## config.mk

```make
export PLATFORM = sky130hd
export DESIGN_NAME = bus_tenure_master
export DESIGN_NICKNAME = d
export VERILOG_FILES = /design/src/rtl/bt_pkg.sv /design/src/rtl/bt_addr_fsm.sv /design/src/rtl/bt_data_fsm.sv /design/src/rtl/bt_pend_ctr.sv /design/src/rtl/bus_tenure_master.sv
export SDC_FILE = /design/constraint.sdc
export NUM_CORES = 1
export LEC_CHECK = 0
export BUFFER_PORTS_ARGS = -buffer_cell sky130_fd_sc_hd__buf_2
export CORE_MARGIN = 5
export CORE_UTILIZATION = 25
export DETAILED_ROUTE_END_ITERATION = 6
export SLEW_MARGIN = 10
export SYNTH_ARGS = -nofsm -noshare
export SYNTH_HDL_FRONTEND = slang
export SYNTH_SLANG_ARGS = --single-unit
export TNS_END_PERCENT = 100
```

## constraint.sdc

```tcl
create_clock -name clk -period 2.3 [get_ports clk]
set_input_delay 0.23 -clock clk [delete_from_list [all_inputs] [get_ports clk]]
set_output_delay 0.23 -clock clk [all_outputs]
set_load 0.005 [all_outputs]
```

## src/rtl/bt_pkg.sv

```systemverilog
package bt_pkg;
   typedef enum logic [2:0] {
      A_IDLE  = 3'd0,
      A_REQ   = 3'd1,
      A_START = 3'd2,
      A_TEN   = 3'd3,
      A_REL   = 3'd4
   } addr_st_e;

   typedef enum logic [1:0] {
      D_IDLE = 2'd0,
      D_TEN  = 2'd1,
      D_REL  = 2'd2
   } data_st_e;
endpackage

```

## src/rtl/bt_addr_fsm.sv

```systemverilog
module bt_addr_fsm
   import bt_pkg::*;
(
   input  logic clk,
   input  logic rst_n,
   input  logic req,
   input  logic room,
   input  logic grant,
   input  logic ext_busy,
   input  logic ack,
   output logic breq,
   output logic tstart,
   output logic busy_act,
   output logic busy_oe,
   output logic ack_take
);
   addr_st_e st_q, st_d;

   always_comb begin
      st_d = st_q;
      unique case (st_q)
         A_IDLE:  if (req && room)         st_d = A_REQ;
         A_REQ:   if (grant && !ext_busy)  st_d = A_START;
         A_START: st_d = ack ? A_REL : A_TEN;
         A_TEN:   if (ack)                 st_d = A_REL;
         A_REL:   st_d = A_IDLE;
         default: st_d = A_IDLE;
      endcase
   end

   always_ff @(posedge clk or negedge rst_n) begin
      if (!rst_n) st_q <= A_IDLE;
      else        st_q <= st_d;
   end

   assign breq     = (st_q == A_REQ);
   assign tstart   = (st_q == A_START);
   assign busy_act = (st_q == A_START) || (st_q == A_TEN);
   assign busy_oe  = busy_act || (st_q == A_REL);
   assign ack_take = busy_act && ack;

   p_ts_single_r3: assert property (@(posedge clk) disable iff (!rst_n)
      tstart |=> !tstart);
   p_br_hold_r9: assert property (@(posedge clk) disable iff (!rst_n)
      (breq && !tstart) |=> (breq || tstart));
   p_abb_hold_r5: assert property (@(posedge clk) disable iff (!rst_n)
      (busy_act && !ack) |=> busy_act);
   p_abb_release_r5: assert property (@(posedge clk) disable iff (!rst_n)
      (busy_oe && !busy_act) |=> !busy_oe);
endmodule

```

## src/rtl/bt_data_fsm.sv

```systemverilog
module bt_data_fsm
   import bt_pkg::*;
(
   input  logic clk,
   input  logic rst_n,
   input  logic pending,
   input  logic addr_done,
   input  logic grant,
   input  logic ext_busy,
   input  logic ack,
   output logic busy_act,
   output logic busy_oe,
   output logic take
);
   data_st_e st_q, st_d;

   assign take = (st_q == D_IDLE) && (pending || addr_done) && grant && !ext_busy;

   always_comb begin
      st_d = st_q;
      unique case (st_q)
         D_IDLE:  if (take) st_d = D_TEN;
         D_TEN:   if (ack)  st_d = D_REL;
         D_REL:   st_d = D_IDLE;
         default: st_d = D_IDLE;
      endcase
   end

   always_ff @(posedge clk or negedge rst_n) begin
      if (!rst_n) st_q <= D_IDLE;
      else        st_q <= st_d;
   end

   assign busy_act = (st_q == D_TEN);
   assign busy_oe  = (st_q != D_IDLE);

   p_dbb_hold_r6: assert property (@(posedge clk) disable iff (!rst_n)
      (busy_act && !ack) |=> busy_act);
   p_dbb_release_r6: assert property (@(posedge clk) disable iff (!rst_n)
      (busy_oe && !busy_act) |=> !busy_oe);
endmodule

```

## src/rtl/bt_pend_ctr.sv

```systemverilog
module bt_pend_ctr #(
   parameter int DEPTH = 2
) (
   input  logic clk,
   input  logic rst_n,
   input  logic inc,
   input  logic dec,
   output logic nonzero,
   output logic room
);
   localparam int W = $clog2(DEPTH + 1);
   localparam logic [W-1:0] LIMIT = W'(DEPTH);

   logic [W-1:0] cnt_q;

   always_ff @(posedge clk or negedge rst_n) begin
      if (!rst_n)          cnt_q <= '0;
      else if (inc && !dec) cnt_q <= cnt_q + 1'b1;
      else if (dec && !inc) cnt_q <= cnt_q - 1'b1;
   end

   assign nonzero = (cnt_q != '0);
   assign room    = (cnt_q < LIMIT);

   p_no_overflow_r7: assert property (@(posedge clk) disable iff (!rst_n)
      cnt_q <= LIMIT);
   p_no_underflow_r7: assert property (@(posedge clk) disable iff (!rst_n)
      dec |-> (nonzero || inc));
endmodule

```

## src/rtl/bus_tenure_master.sv

```systemverilog
module bus_tenure_master #(
   parameter int PEND_DEPTH     = 2,
   parameter bit PIN_ACTIVE_LOW = 1'b1
) (
   input  logic clk,
   input  logic rst_n,
   input  logic req_i,
   input  logic agnt_i,
   input  logic dgnt_i,
   input  logic abusy_i,
   input  logic dbusy_i,
   input  logic aack_i,
   input  logic tack_i,
   output logic breq_o,
   output logic tstart_o,
   output logic abusy_o,
   output logic abusy_oe_o,
   output logic dbusy_o,
   output logic dbusy_oe_o
);
   if (PEND_DEPTH < 1) begin : g_bad_depth
      $error("PEND_DEPTH must be at least 1");
   end

   logic ag, dg, abx, dbx, aak, tak;
   logic br, ts, a_act, a_oe, d_act, d_oe;
   logic a_take, d_take, pend_nz, pend_room;

   if (PIN_ACTIVE_LOW) begin : g_pins_low
      assign ag       = ~agnt_i;
      assign dg       = ~dgnt_i;
      assign abx      = ~abusy_i;
      assign dbx      = ~dbusy_i;
      assign aak      = ~aack_i;
      assign tak      = ~tack_i;
      assign breq_o   = ~br;
      assign tstart_o = ~ts;
      assign abusy_o  = ~a_act;
      assign dbusy_o  = ~d_act;
   end else begin : g_pins_high
      assign ag       = agnt_i;
      assign dg       = dgnt_i;
      assign abx      = abusy_i;
      assign dbx      = dbusy_i;
      assign aak      = aack_i;
      assign tak      = tack_i;
      assign breq_o   = br;
      assign tstart_o = ts;
      assign abusy_o  = a_act;
      assign dbusy_o  = d_act;
   end

   assign abusy_oe_o = a_oe;
   assign dbusy_oe_o = d_oe;

   bt_addr_fsm u_addr (
      .clk(clk), .rst_n(rst_n), .req(req_i), .room(pend_room),
      .grant(ag), .ext_busy(abx), .ack(aak),
      .breq(br), .tstart(ts), .busy_act(a_act), .busy_oe(a_oe),
      .ack_take(a_take)
   );

   bt_data_fsm u_data (
      .clk(clk), .rst_n(rst_n), .pending(pend_nz), .addr_done(a_take),
      .grant(dg), .ext_busy(dbx), .ack(tak),
      .busy_act(d_act), .busy_oe(d_oe), .take(d_take)
   );

   bt_pend_ctr #(.DEPTH(PEND_DEPTH)) u_pend (
      .clk(clk), .rst_n(rst_n), .inc(a_take), .dec(d_take),
      .nonzero(pend_nz), .room(pend_room)
   );

   p_astart_needs_grant_r4: assert property (@(posedge clk) disable iff (!rst_n)
      $rose(ts) |-> $past(ag && !abx));
   p_dstart_needs_grant_r4: assert property (@(posedge clk) disable iff (!rst_n)
      $rose(d_act) |-> $past(dg && !dbx));
   p_ts_drops_br_r2: assert property (@(posedge clk) disable iff (!rst_n)
      $rose(ts) |-> $past(br));
endmodule

```

After elaboration in Yosys (flattened, before gate mapping)
Cells that the tools add are included.
{ "totals": {"reg_bits": 7, "input_bits": 9, "out_inout_bits": 6, "elab_cells": 53} }
{ "classes": {"add_sub_neg": 2, "order_cmp": 1, "n_eq_ne": 10, "muxes": 10, "n_bitwise": 7, "reduce_logical": 20} }
{ "ops": {"columns": ["cell", "count"], "rows": [
  ["2-to-1 mux 3 bit", 4],
  ["case mux 3 bit (4 select lines)", 1],
  ["logical AND 1 bit", 8],
  ["2-to-1 mux 2 bit", 4],
  ["NOT 1 bit", 7],
  ["== test 3 x 2 -> 1 bit (second input constant)", 2],
  ["!= test 2 x 1 -> 1 bit (second input constant)", 3],
  ["nonzero test 2 bit", 3],
  ["!= test 2 bit (second input constant)", 2],
  ["case mux 2 bit (2 select lines)", 1],
  ["== test 3 x 1 -> 1 bit (second input constant)", 1],
  ["== test 3 bit (second input constant)", 1],
  ["zero test 3 bit", 1],
  ["logical OR 1 bit", 3],
  ["AND reduction 3 bit", 1],
  ["adder 2 x 1 -> 2 bit (second input constant)", 1],
  ["== test 2 x 1 -> 1 bit (second input constant)", 1],
  ["zero test 1 bit", 2],
  ["zero test 2 bit", 1],
  ["< comparator 2 bit (second input constant)", 1],
  ["AND reduction 2 bit", 1],
  ["subtractor 2 x 1 -> 2 bit (second input constant)", 1]
]} }

Depth between registers and ports, before layout
Gate-level depths: netlist of the first run.
{ "logic_depth": {"ltp_word": 10, "mapped_depth": 6, "depth_no_buf": 6} }

Modules after synthesis
Synthesis of the first run repeated with hierarchy kept, for this count alone.
{ "unflattened": {"cells_unflattened": 48, "hier_area_um2": 424.2} }
{ "modules_own_cells": {"columns": ["mod", "n_inst", "cells_each", "area_each_um2", "seq_area_each_um2"], "rows": [
  ["bt_addr_fsm", 1, 18, 173.9, 75.1],
  ["bt_data_fsm", 1, 10, 106.4, 50.0],
  ["bt_pend_ctr", 1, 10, 106.4, 50.0],
  ["bus_tenure_master", 1, 10, 37.5, 0.0]
]} }

Worst setup path after synthesis of the first run
No wires, ideal clock.
{ "synth_path": {"path_kind": "flip-flop to flip-flop", "from": "register u_data.st_q[1]", "to": "register u_pend.cnt_q[1]", "setup_time_ns": 0.079, "arrival_ns": 1.383, "required_time_ns": 2.221, "slack_ns": 0.838, "path_stages_with_launch": 7, "n_path_buf": 0, "synth_period_minus_slack_ns": 1.462, "cell_sequence": "dfrtp_1 -> nor4b_4 -> o31ai_4 -> ha_1 -> xor2_1 -> nor2_1 -> xor2_1"} }
{ "synth_between": {"elab_chain_cells": 7, "word_cells_on_any_way": 9, "cone_classes": "mux (1); reduce/logical (8)"} }
{ "synth_lines": {"columns": ["element", "line", "rtl"], "rows": [
  ["start: declaration", "bt_data_fsm.sv:15", "data_st_e st_q, st_d;"],
  ["start signal: assignment", "bt_data_fsm.sv:31", "else st_q <= st_d;"],
  ["zero test 2 bit *", "bt_data_fsm.sv:17", "assign take = (st_q == D_IDLE) && (pending || addr_done) && grant && !ext_busy;"],
  ["logical AND 1 bit * (3 in series)", "bt_data_fsm.sv:17", null],
  ["zero test 1 bit", "bt_pend_ctr.sv:18", "else if (inc && !dec) cnt_q <= cnt_q + 1'b1;"],
  ["logical AND 1 bit", "bt_pend_ctr.sv:18", null],
  ["2-to-1 mux 2 bit or nonzero test 2 bit (tied branches)", null, null],
  ["end signal: assignment", "bt_pend_ctr.sv:18", null],
  ["end signal: assignment", "bt_pend_ctr.sv:19", "else if (dec && !inc) cnt_q <= cnt_q - 1'b1;"],
  ["end: declaration", "bt_pend_ctr.sv:14", "logic [W-1:0] cnt_q;"]
]} }
Mark *: on every way between the ends. The rest lies on a longest branch, timed or not.
A chain may end at the register's enable or synchronous reset.

Final worst setup path of the first run
Same ends and word-level chain as after synthesis.

==> results.md, run 1 <==
* Leading cell types in the layout, fill and taps excluded: 14 x buf_2, 7 x dfrtp_1
* CTS Sinks at 7
* Startpoint Class: register
* Port bufs at 14
* Crit-path cells: nor4b_4, o31ai_4, ha_1, xor2_1, nor2_1, xor2_1
* Slew Viols, Final at 0
* Clock H-tree levels at 1
* Vias in the first global route at 340
* Die Wd at 49.6 µm
* F_max at 0.639 GHz
* Syn. warnings at 0
* CTS Buf Count at 3
* Total track usage at 7.65%
* Clock power share at 20.6%
* Final cell area excluding filler cells at 519 µm²
* Worst Hold Class: input pin to register
* Root Driver: clkbuf_4
* Detailed-route via count at 309
* Cts repair resizes at 0
* Syn Area/Cell at 11.2 µm²
* DR WL/cell at 11.2 µm
* Worst slew pin tran at 260 ps
* HP Start: tack_i
* Area Growth Syn to Fin at 32.2%
* Power Total at 0.532 mW
* Core ar. at 0.00151 mm²
* Post-synthesis cell area at 393 µm²
* Flip-flop and latch area at 175 µm²
* Initial antenna violation count at 0
* Reg2reg start: u_data.st_q[1]
* DP Area at 483 µm²
* Diode count at 0
* Switching power at 0.187 mW
* Xor-xnor portion of the synthesized cell area at 6.69%
* Crit path kind: register to register
* HPWL after DPL at 649 µm
* Max incr delay on CP at 410 ps
* Reg2Reg Depth at 6
* RSZ-0062 raised after global routing: no
* Worst hold margin at 145 ps
* Vias per inst at 4.41
* Largest area contributor in the netlist: dfrtp_1
* Remaining DRCs at 0
* Worst path slowest cell: dfrtp_1
* Status: finished, final reports clean
* # fillers at 159
* Compound-gate portion of the synthesized area at 11.8%
* Top post-synthesis cells by area: dfrtp_1 45%, nor4b_4 6.1%, o31ai_4 5.4%
* Slew margin rel. at 82.7%
* Clk Latency, worst-skew pair at 250 ps
* Placer Congestion at 0.708
* Synth cell types at 20
* Main combinational cell family by area after synthesis: simple AND/OR/NAND/NOR gates
* Share of cells above drive strength 1 at 40.7%
* Maxcap violations at 0
* Final layout net count at 65
* Gate power share at 36.9%
* CP Capture Type: register
* Setup violations, final at 0
* Pin count of the biggest net entering global routing at 8
* Final worst path period share at 68.0%
* #FFs+latches synth at 7
* First-pass iteration count of the detailed router at 2
* Final min period at 1560 ps
* # rows at 14
* Die Y at 49.6 µm
* Gr ovfl total at 0
* Worst Hold Depth at 2
* Final wirelength at 786 µm
* Clock-pin slew on the worst setup and hold paths at 50 ps
* First-pass GRT wire length at 1.44 mm
* ANT nets after route at 0
* CP dominant cell by count: xor2_1
* Initial core utilization at 26.1%
* Clock tree buffer depth at 2
* Power Density at 1020 mW/mm²
* Post-synthesis mux area share at 0%
* Post-Synth Adder-Cell Area at 3.18%
* Final hold violations at 0
* Clock skew at 2.07 ps
* Setup_tns at 0 ps
* Die ar. at 0.00246 mm²
* WP data required at 2470 ps
* Leak pwr at 0.247 nW
* 1st-iter DRT viols at 4
* # IOs at 15
* Cell count after synthesis at 35
* Crit-path max FO at 3
* Post-CTS setup buffer count at 0
* Multi-input gate area at 210 µm²
* CP arrival at 1730 ps
* P_int at 0.344 mW
* Sequential area share after synthesis at 44.6%
* Critical Path Start: u_data.st_q[1]
* Synth top area share at 44.6%
* CTS tree: built
* Post-synthesis simple-gate area fraction at 31.8%
* Switch share at 35.2%
* Sequential share of power at 42.5%
* Synthesized net count at 45
* Commonest non-fill, non-tap cell in the layout: buf_2
* VDD IR-drop max at 338 µV
[worst max-delay path: cells and delay by family, from the launching register on]
kind	cells	cell delay [ps]
flops	1	410
simple gates	2	440
fa+ha+maj	1	210
xor+xnor	2	300
compound gates	1	120
[Yosys cell counts]
master / instances
o31ai_4: 1
xnor2_1: 1
nor3b_1: 1
xor2_1: 2
or2_2: 1
o21ai_2: 1
inv_1: 2
a21oi_1: 1
nand2b_1: 3
nand3b_1: 2
ha_1: 1
nor4b_4: 1
nor2_1: 3
nor3b_4: 1
o21ai_1: 1
dfrtp_1: 7
nor2b_1: 1
or2_1: 1
a31oi_1: 1
nand2_1: 3
[stage by stage]
stage / instances / utilization, % / setup slack, ps
4_1_cts: 70 / 34.5 / 706
3_3_place_gp: 65 / 32.1 / 785
5_1_grt: 70 / 34.5 / 640
3_5_place_dp: 65 / 32.1 / 734
2_1_floorplan: 35 / - / 838
6_report: 70 / 34.5 / 736
[power groups by stage]
stage / Combinational, mW / Sequential (mW) / Clock (mW)
3_5_place_dp: 0.198 / 0.229 / 0
2_1_floorplan: 0.136 / 0.215 / 0
4_1_cts: 0.201 / 0.227 / 0.116
3_3_place_gp: 0.196 / 0.226 / 0
5_1_grt: 0.224 / 0.234 / 0.126
6_report: 0.196 / 0.226 / 0.109
[metal layers]
layer	routed length [µm]	track usage, %	vias up
li1	-	-	158
met1	289	7.52	140
met4	0	1.31	0
met5	0	0	-
met3	86	6.02	0
met2	410	12.7	11
[cells by family after synthesis]
logic type / after synthesis
compound gates: 5
simple gates: 17
fa+ha+maj: 1
xor+xnor: 3
buf+inv: 2
flops: 7
[final timing paths]
path,end,slack [ps]
hold / removal,u_data.st_q[1],140
max in group asynchronous,u_addr.st_q[1],1800
setup reg to reg,u_pend.cnt_q[1],740
min in group asynchronous,u_data.st_q[1],350
setup / recovery,u_pend.cnt_q[1],740
hold reg to reg,u_pend.cnt_q[1],560
[flip-flops by register name, indices dropped and copies added (netlist names)]
name          flops
u_data.st_q       2
u_addr.st_q       3
u_pend.cnt_q      2
[final cells by class]
cell class / count / area share (%)
Multi-Input combinational cell: 26 / 40.5
Sequential cell: 7 / 33.7
Timing Repair Buffer: 15 / 15.4
Clock buffer: 4 / 5.06
Tap cell: 16 / 3.86
Inverter: 2 / 1.45
[repair_timing]
action	CTS	global route
endpoints found under the hold margin	7	0
endpoints found under the setup margin	0	0
hold buffers	1	0
Note: power is estimated with default switching activity, not from simulation.
==> inputs of run 2 (changes only) <==
ABC_AREA = 1   (was not set)
CORE_ASPECT_RATIO = 1.25   (was not set)
clock period = 1.5 ns   (was 2.3 ns; I/O delays follow)
==> results.md, run 2 <==
* Syn. warnings at 0
* Non-filler cells, final at 100
* Failing checks: negative setup slack
* F_max at 0.656 GHz
* Startpoint Class: register
* Port bufs at 14
* Worst slew pin tran at 245 ps
* Remaining DRCs at 0
* Total track usage at 9.14%
* Placed cells at 93
* Cell count after synthesis at 55
* Share of cells above drive strength 1 at 45.1%
* Clock tree buffer depth at 2
* Sequential area share after synthesis at 42.0%
* Detailed-route via count at 424
* Fin worst setup slack at -25.5 ps
* Top Registers: u_addr.st_q x3, u_data.st_q x2, u_pend.cnt_q x2
* Synth cell types at 19
* Status: complete, but fails checks
* Clock-pin slew on the worst setup and hold paths at 50 ps
* Largest area contributor in the netlist: dfrtp_1
* Initial core utilization at 26.3%
* Clock skew at 0.575 ps
* Top post-synthesis cells by area: dfrtp_1 42%, nand2_1 13%, inv_1 7.2%
* CTS Buf Count at 3
* Ys async rst share at 100%
* CTS tree: built
* CTS Sinks at 7
* Core ar. at 0.00158 mm²
* Power Density at 1700 mW/mm²
* Vias in the first global route at 415
* List of most frequent post-synthesis cells: 14 x nand2_1, 8 x inv_1, 7 x dfrtp_1
* # IOs at 15
* Final wirelength at 990 µm
* Leak pwr at 0.347 nW
* Post-synthesis cell area at 417 µm²
* Synthesized net count at 65
* Slew margin rel. at 83.6%
* First-pass iteration count of the detailed router at 2
* Number of enable flip-flop cells after synthesis at 0
* DR WL/cell at 9.90 µm
* Die ar. at 0.00259 mm²
* Vias per inst at 4.24
* Pre-CTS WS at -119 ps
* Diode count at 0
* WP data required at 1630 ps
* Leading cell types in the layout, fill and taps excluded: 14 x nand2_1, 14 x buf_2, 8 x inv_1, 7 x buf_4, 7 x dfrtp_1
* Worst Hold Class: input pin to register
* Reg with most FFs: u_addr.st_q
* VDD IR-drop max at 647 µV
* Syn Area/Cell at 7.58 µm²
* Maxcap violations at 0
* Final hold violations at 0
* RSZ-0062 raised after global routing: yes
* Synth top area share at 42.0%
* Placer Congestion at 0.761
* CP arrival at 1660 ps
* First-pass GRT wire length at 1.69 mm
* Clk Latency, worst-skew pair at 250 ps
* Area Growth Syn to Fin at 52.0%
* Clock H-tree levels at 1
* Die Y at 55.6 µm
* Final min period at 1530 ps
* Post-synth top flop: dfrtp_1
* Die Wd at 46.5 µm
* Crit path kind: register to register
* Cell with the most instances after synthesis: nand2_1
* CP Capture Type: register
* Slew Viols, Final at 0
* Worst hold margin at 59.8 ps
* #FFs+latches synth at 7
* Power Total at 1.07 mW
* Pin count of the biggest net entering global routing at 8
* Max reg flops at 3
* Final worst path period share at 102%
* Initial antenna violation count at 0
* Root Driver: clkbuf_4
* HPWL after DPL at 763 µm
* Gr ovfl total at 0
* Final layout net count at 93
* ANT nets after route at 0
* Setup violations, final at 1
* Crit-path max FO at 2
* 1st-iter DRT viols at 3
* # rows at 16
==> run 2: area by class of cell <==
type                       count  area [µm²]
inverter                      10        37.5
timing repair buffer          23         144
fill                         167         948
clock buffer                   4        26.3
tap                           18        22.5
multi-input combinational     38         228
sequential                     7         175
==> run 2: stage by stage <==
stage	area [µm²]	util, %	setup TNS [ps]
2_1_floorplan	417	-	-68.1
3_3_place_gp	554	35.0	-51.9
3_5_place_dp	554	35.0	-119
4_1_cts	609	38.5	-208
5_1_grt	633	40.0	-174
6_report	633	40.0	-25.5
==> run 2: timing repair <==
item                                   in CTS  in global routing
endpoints found under the hold margin       7                  0
pin swaps                                   0                  1
setup endpoints to repair                   2                  2
hold buffers                                1                  0
resized for setup                           2                  4
setup buffers                               2                  1
==> run 2: final timing paths <==
path | from | to | slack [ps] | cells after the start
setup / recovery | u_data.st_q[1] | u_pend.cnt_q[1] | -30 | 7
hold / removal | tack_i | u_data.st_q[1] | 60 | 2
setup reg to reg | u_data.st_q[1] | u_pend.cnt_q[1] | -30 | 7
hold reg to reg | u_pend.cnt_q[0] | u_pend.cnt_q[0] | 490 | 1
max in group asynchronous | rst_n | u_addr.st_q[2] | 1060 | 2
min in group asynchronous | rst_n | u_addr.st_q[1] | 280 | 2
==> run 2: cells by family after synthesis <==
logic type | share of synthesized area [%]
AND/OR/NAND/NOR | 34.8
AO/OA/AOI/OAI | 6.91
buffers and inverters | 9.01
flip-flops | 42.0
adder cells (fa/ha/maj) | 3.00
XOR/XNOR | 4.20
==> run 2: report_power, final <==
| group | internal (mW) | leakage (nW) | switching, mW |
|---|---|---|---|
| combinational | 0.292 | 0.244 | 0.291 |
| clock | 0.102 | 0.0150 | 0.0728 |
| sequential | 0.260 | 0.0888 | 0.0574 |
==> run 2: worst max-delay path, stage by stage, from the launching register on <==
cell     delay [ps]
dfrtp_1         370
or2_1           250
nor3_2          140
o21ai_2         100
ha_4            230
a21oi_2          90
o21ai_1          80
xor2_1          140
==> run 2: metal layers <==
layer  track usage (%)  share of wire [%]  routed length [µm]
met5                 0                  0                   0
met4              6.10                2.4                  24
met3              2.27                8.1                  80
met2              13.4                 50                 498
met1              11.3                 39                 386
==> inputs of run 3 (changes only) <==
PLACE_DENSITY = 0.55   (was not set)
==> results.md, run 3 (synthesis gave the netlist of run 2 again) <==
* Diode count at 0
* Gr ovfl total at 0
* Initial antenna violation count at 0
* Worst path slowest cell: dfrtp_1
* Detailed-route via count at 436
* First-pass iteration count of the detailed router at 4
* # fillers at 166
* CP Buf/Inv Count at 0
* Clock power share at 15.9%
* Fin worst setup slack at -35.5 ps
* Share of cells above drive strength 1 at 45.8%
* Clock H-tree levels at 1
* Root Driver: clkbuf_4
* Crit-path cells: or2_1, nor3_2, o21ai_2, ha_4, a21oi_2, o21ai_1, xor2_1
* CTS Buf Count at 3
* RSZ-0062 raised after global routing: yes
* DR WL/cell at 10.0 µm
* Setup_tns at -35.5 ps
* F_max at 0.651 GHz
* Die ar. at 0.00259 mm²
* Placed cells at 93
* Final cell area excluding filler cells at 638 µm²
* Status: complete, but fails checks
* Slew margin rel. at 84.7%
* Area Growth Syn to Fin at 53.2%
* CTS tree: built
* Vias in the first global route at 428
* # rows at 16
* Port bufs at 14
* WP data required at 1630 ps
* Pin count of the biggest net entering global routing at 8
* Placer Congestion at 0.716
* Switch share at 39.3%
* VDD IR-drop max at 648 µV
* Clock tree buffer depth at 2
* Gate power share at 54.7%
* Vias per inst at 4.32
* Max incr delay on CP at 370 ps
* Final layout net count at 94
* Final wirelength at 1.01 mm
* HPWL after DPL at 738 µm
* Final worst path period share at 102%
* Worst slew pin tran at 230 ps
* Reg with most FFs: u_addr.st_q
* Worst Hold Class: input pin to register
* Max reg flops at 3
* First-pass GRT wire length at 1.72 mm
* Non-filler cells, final at 101
* DP Area at 554 µm²
* # IOs at 15
* P_int at 0.649 mW
* CP arrival at 1670 ps
* Layout Utilization at 40.3%
* Clock-pin slew on the worst setup and hold paths at 50 ps
* Core ar. at 0.00158 mm²
* CP Capture Type: register
* Total track usage at 9.39%
* ANT nets after route at 0
* Leak pwr at 0.347 nW
* Remaining DRCs at 0
* 1st-iter DRT viols at 4
* Slew Viols, Final at 0
* Power Density at 1680 mW/mm²
* Final min period at 1540 ps
* Clk Latency, worst-skew pair at 250 ps
* Maxcap violations at 0
* CTS Sinks at 7
* Top Registers: u_addr.st_q x3, u_data.st_q x2, u_pend.cnt_q x2
* Crit path max-delay family: simple AND/OR/NAND/NOR gates
* Leading cell types in the layout, fill and taps excluded: 14 x nand2_1, 14 x buf_2, 8 x inv_1, 8 x buf_4, 7 x dfrtp_1
* Switching power at 0.421 mW
* Final hold violations at 0
* Setup violations, final at 1
* Crit-path max FO at 2
* Initial core utilization at 26.3%
* Failing checks: negative setup slack
* Startpoint Class: register
* Crit path kind: register to register
* Clock skew at 2.14 ps
* Sequential share of power at 29.4%
* Die Y at 55.6 µm
* Die Wd at 46.5 µm
* Power Total at 1.07 mW
==> run 3: worst paths after layout <==
| kind | startpoint | end | slack [ps] | depth (start not counted) |
|---|---|---|---|---|
| max | u_data.st_q[1] | u_pend.cnt_q[1] | -40 | 7 |
| min reg2reg | u_pend.cnt_q[0] | u_pend.cnt_q[0] | 490 | 1 |
| max reg2reg | u_data.st_q[1] | u_pend.cnt_q[1] | -40 | 7 |
| max in group asynchronous | rst_n | u_pend.cnt_q[0] | 1080 | 2 |
| min in group asynchronous | rst_n | u_data.st_q[0] | 270 | 2 |
| min | tack_i | u_data.st_q[1] | 50 | 2 |
==> run 3: power groups by stage <==
| stage | clock network, mW | registers (mW) | logic [mW] |
|---|---|---|---|
| floorplan | 0 | 0.315 | 0.315 |
| global placement | 0 | 0.316 | 0.506 |
| detailed placement | 0 | 0.316 | 0.514 |
| CTS | 0.181 | 0.315 | 0.561 |
| global route | 0.195 | 0.328 | 0.664 |
| finish | 0.170 | 0.315 | 0.585 |
==> run 3: metrics by stage <==
step                      setup WS [ps]  hold WS (ps)
final                             -35.5          53.2
after global routing              -99.3          58.7
after CTS                         -1.48          44.5
after detailed placement          -99.8         -5.86
after global placement            -53.4         -5.49
after floorplan                   -68.1          -146
==> run 3: routing by layer <==
layer | track usage [%] | routed length, µm | vias to the layer above
met3 | 1.94 | 81 | 5
met2 | 15.7 | 505 | 15
met1 | 9.31 | 386 | 189
met4 | 7.32 | 38 | 0
met5 | 0 | 0 | -
li1 | - | - | 227
==> run 3: layout make-up <==
| cell class | instances | area, µm² | area share [%] |
|---|---|---|---|
| Clock buffer | 4 | 26.3 | 4.12 |
| Inverter | 10 | 37.5 | 5.88 |
| Multi-Input combinational cell | 38 | 225 | 35.3 |
| Sequential cell | 7 | 175 | 27.5 |
| Tap cell | 18 | 22.5 | 3.53 |
| Timing Repair Buffer | 24 | 151 | 23.7 |
==> run 3: what timing repair did <==
action,CTS,global route
hold buffers,1,0
gates resized for setup,4,1
setup endpoints to repair,2,3
buffers inserted,1,2
cloned,0,0
hold endpoints to repair,7,0
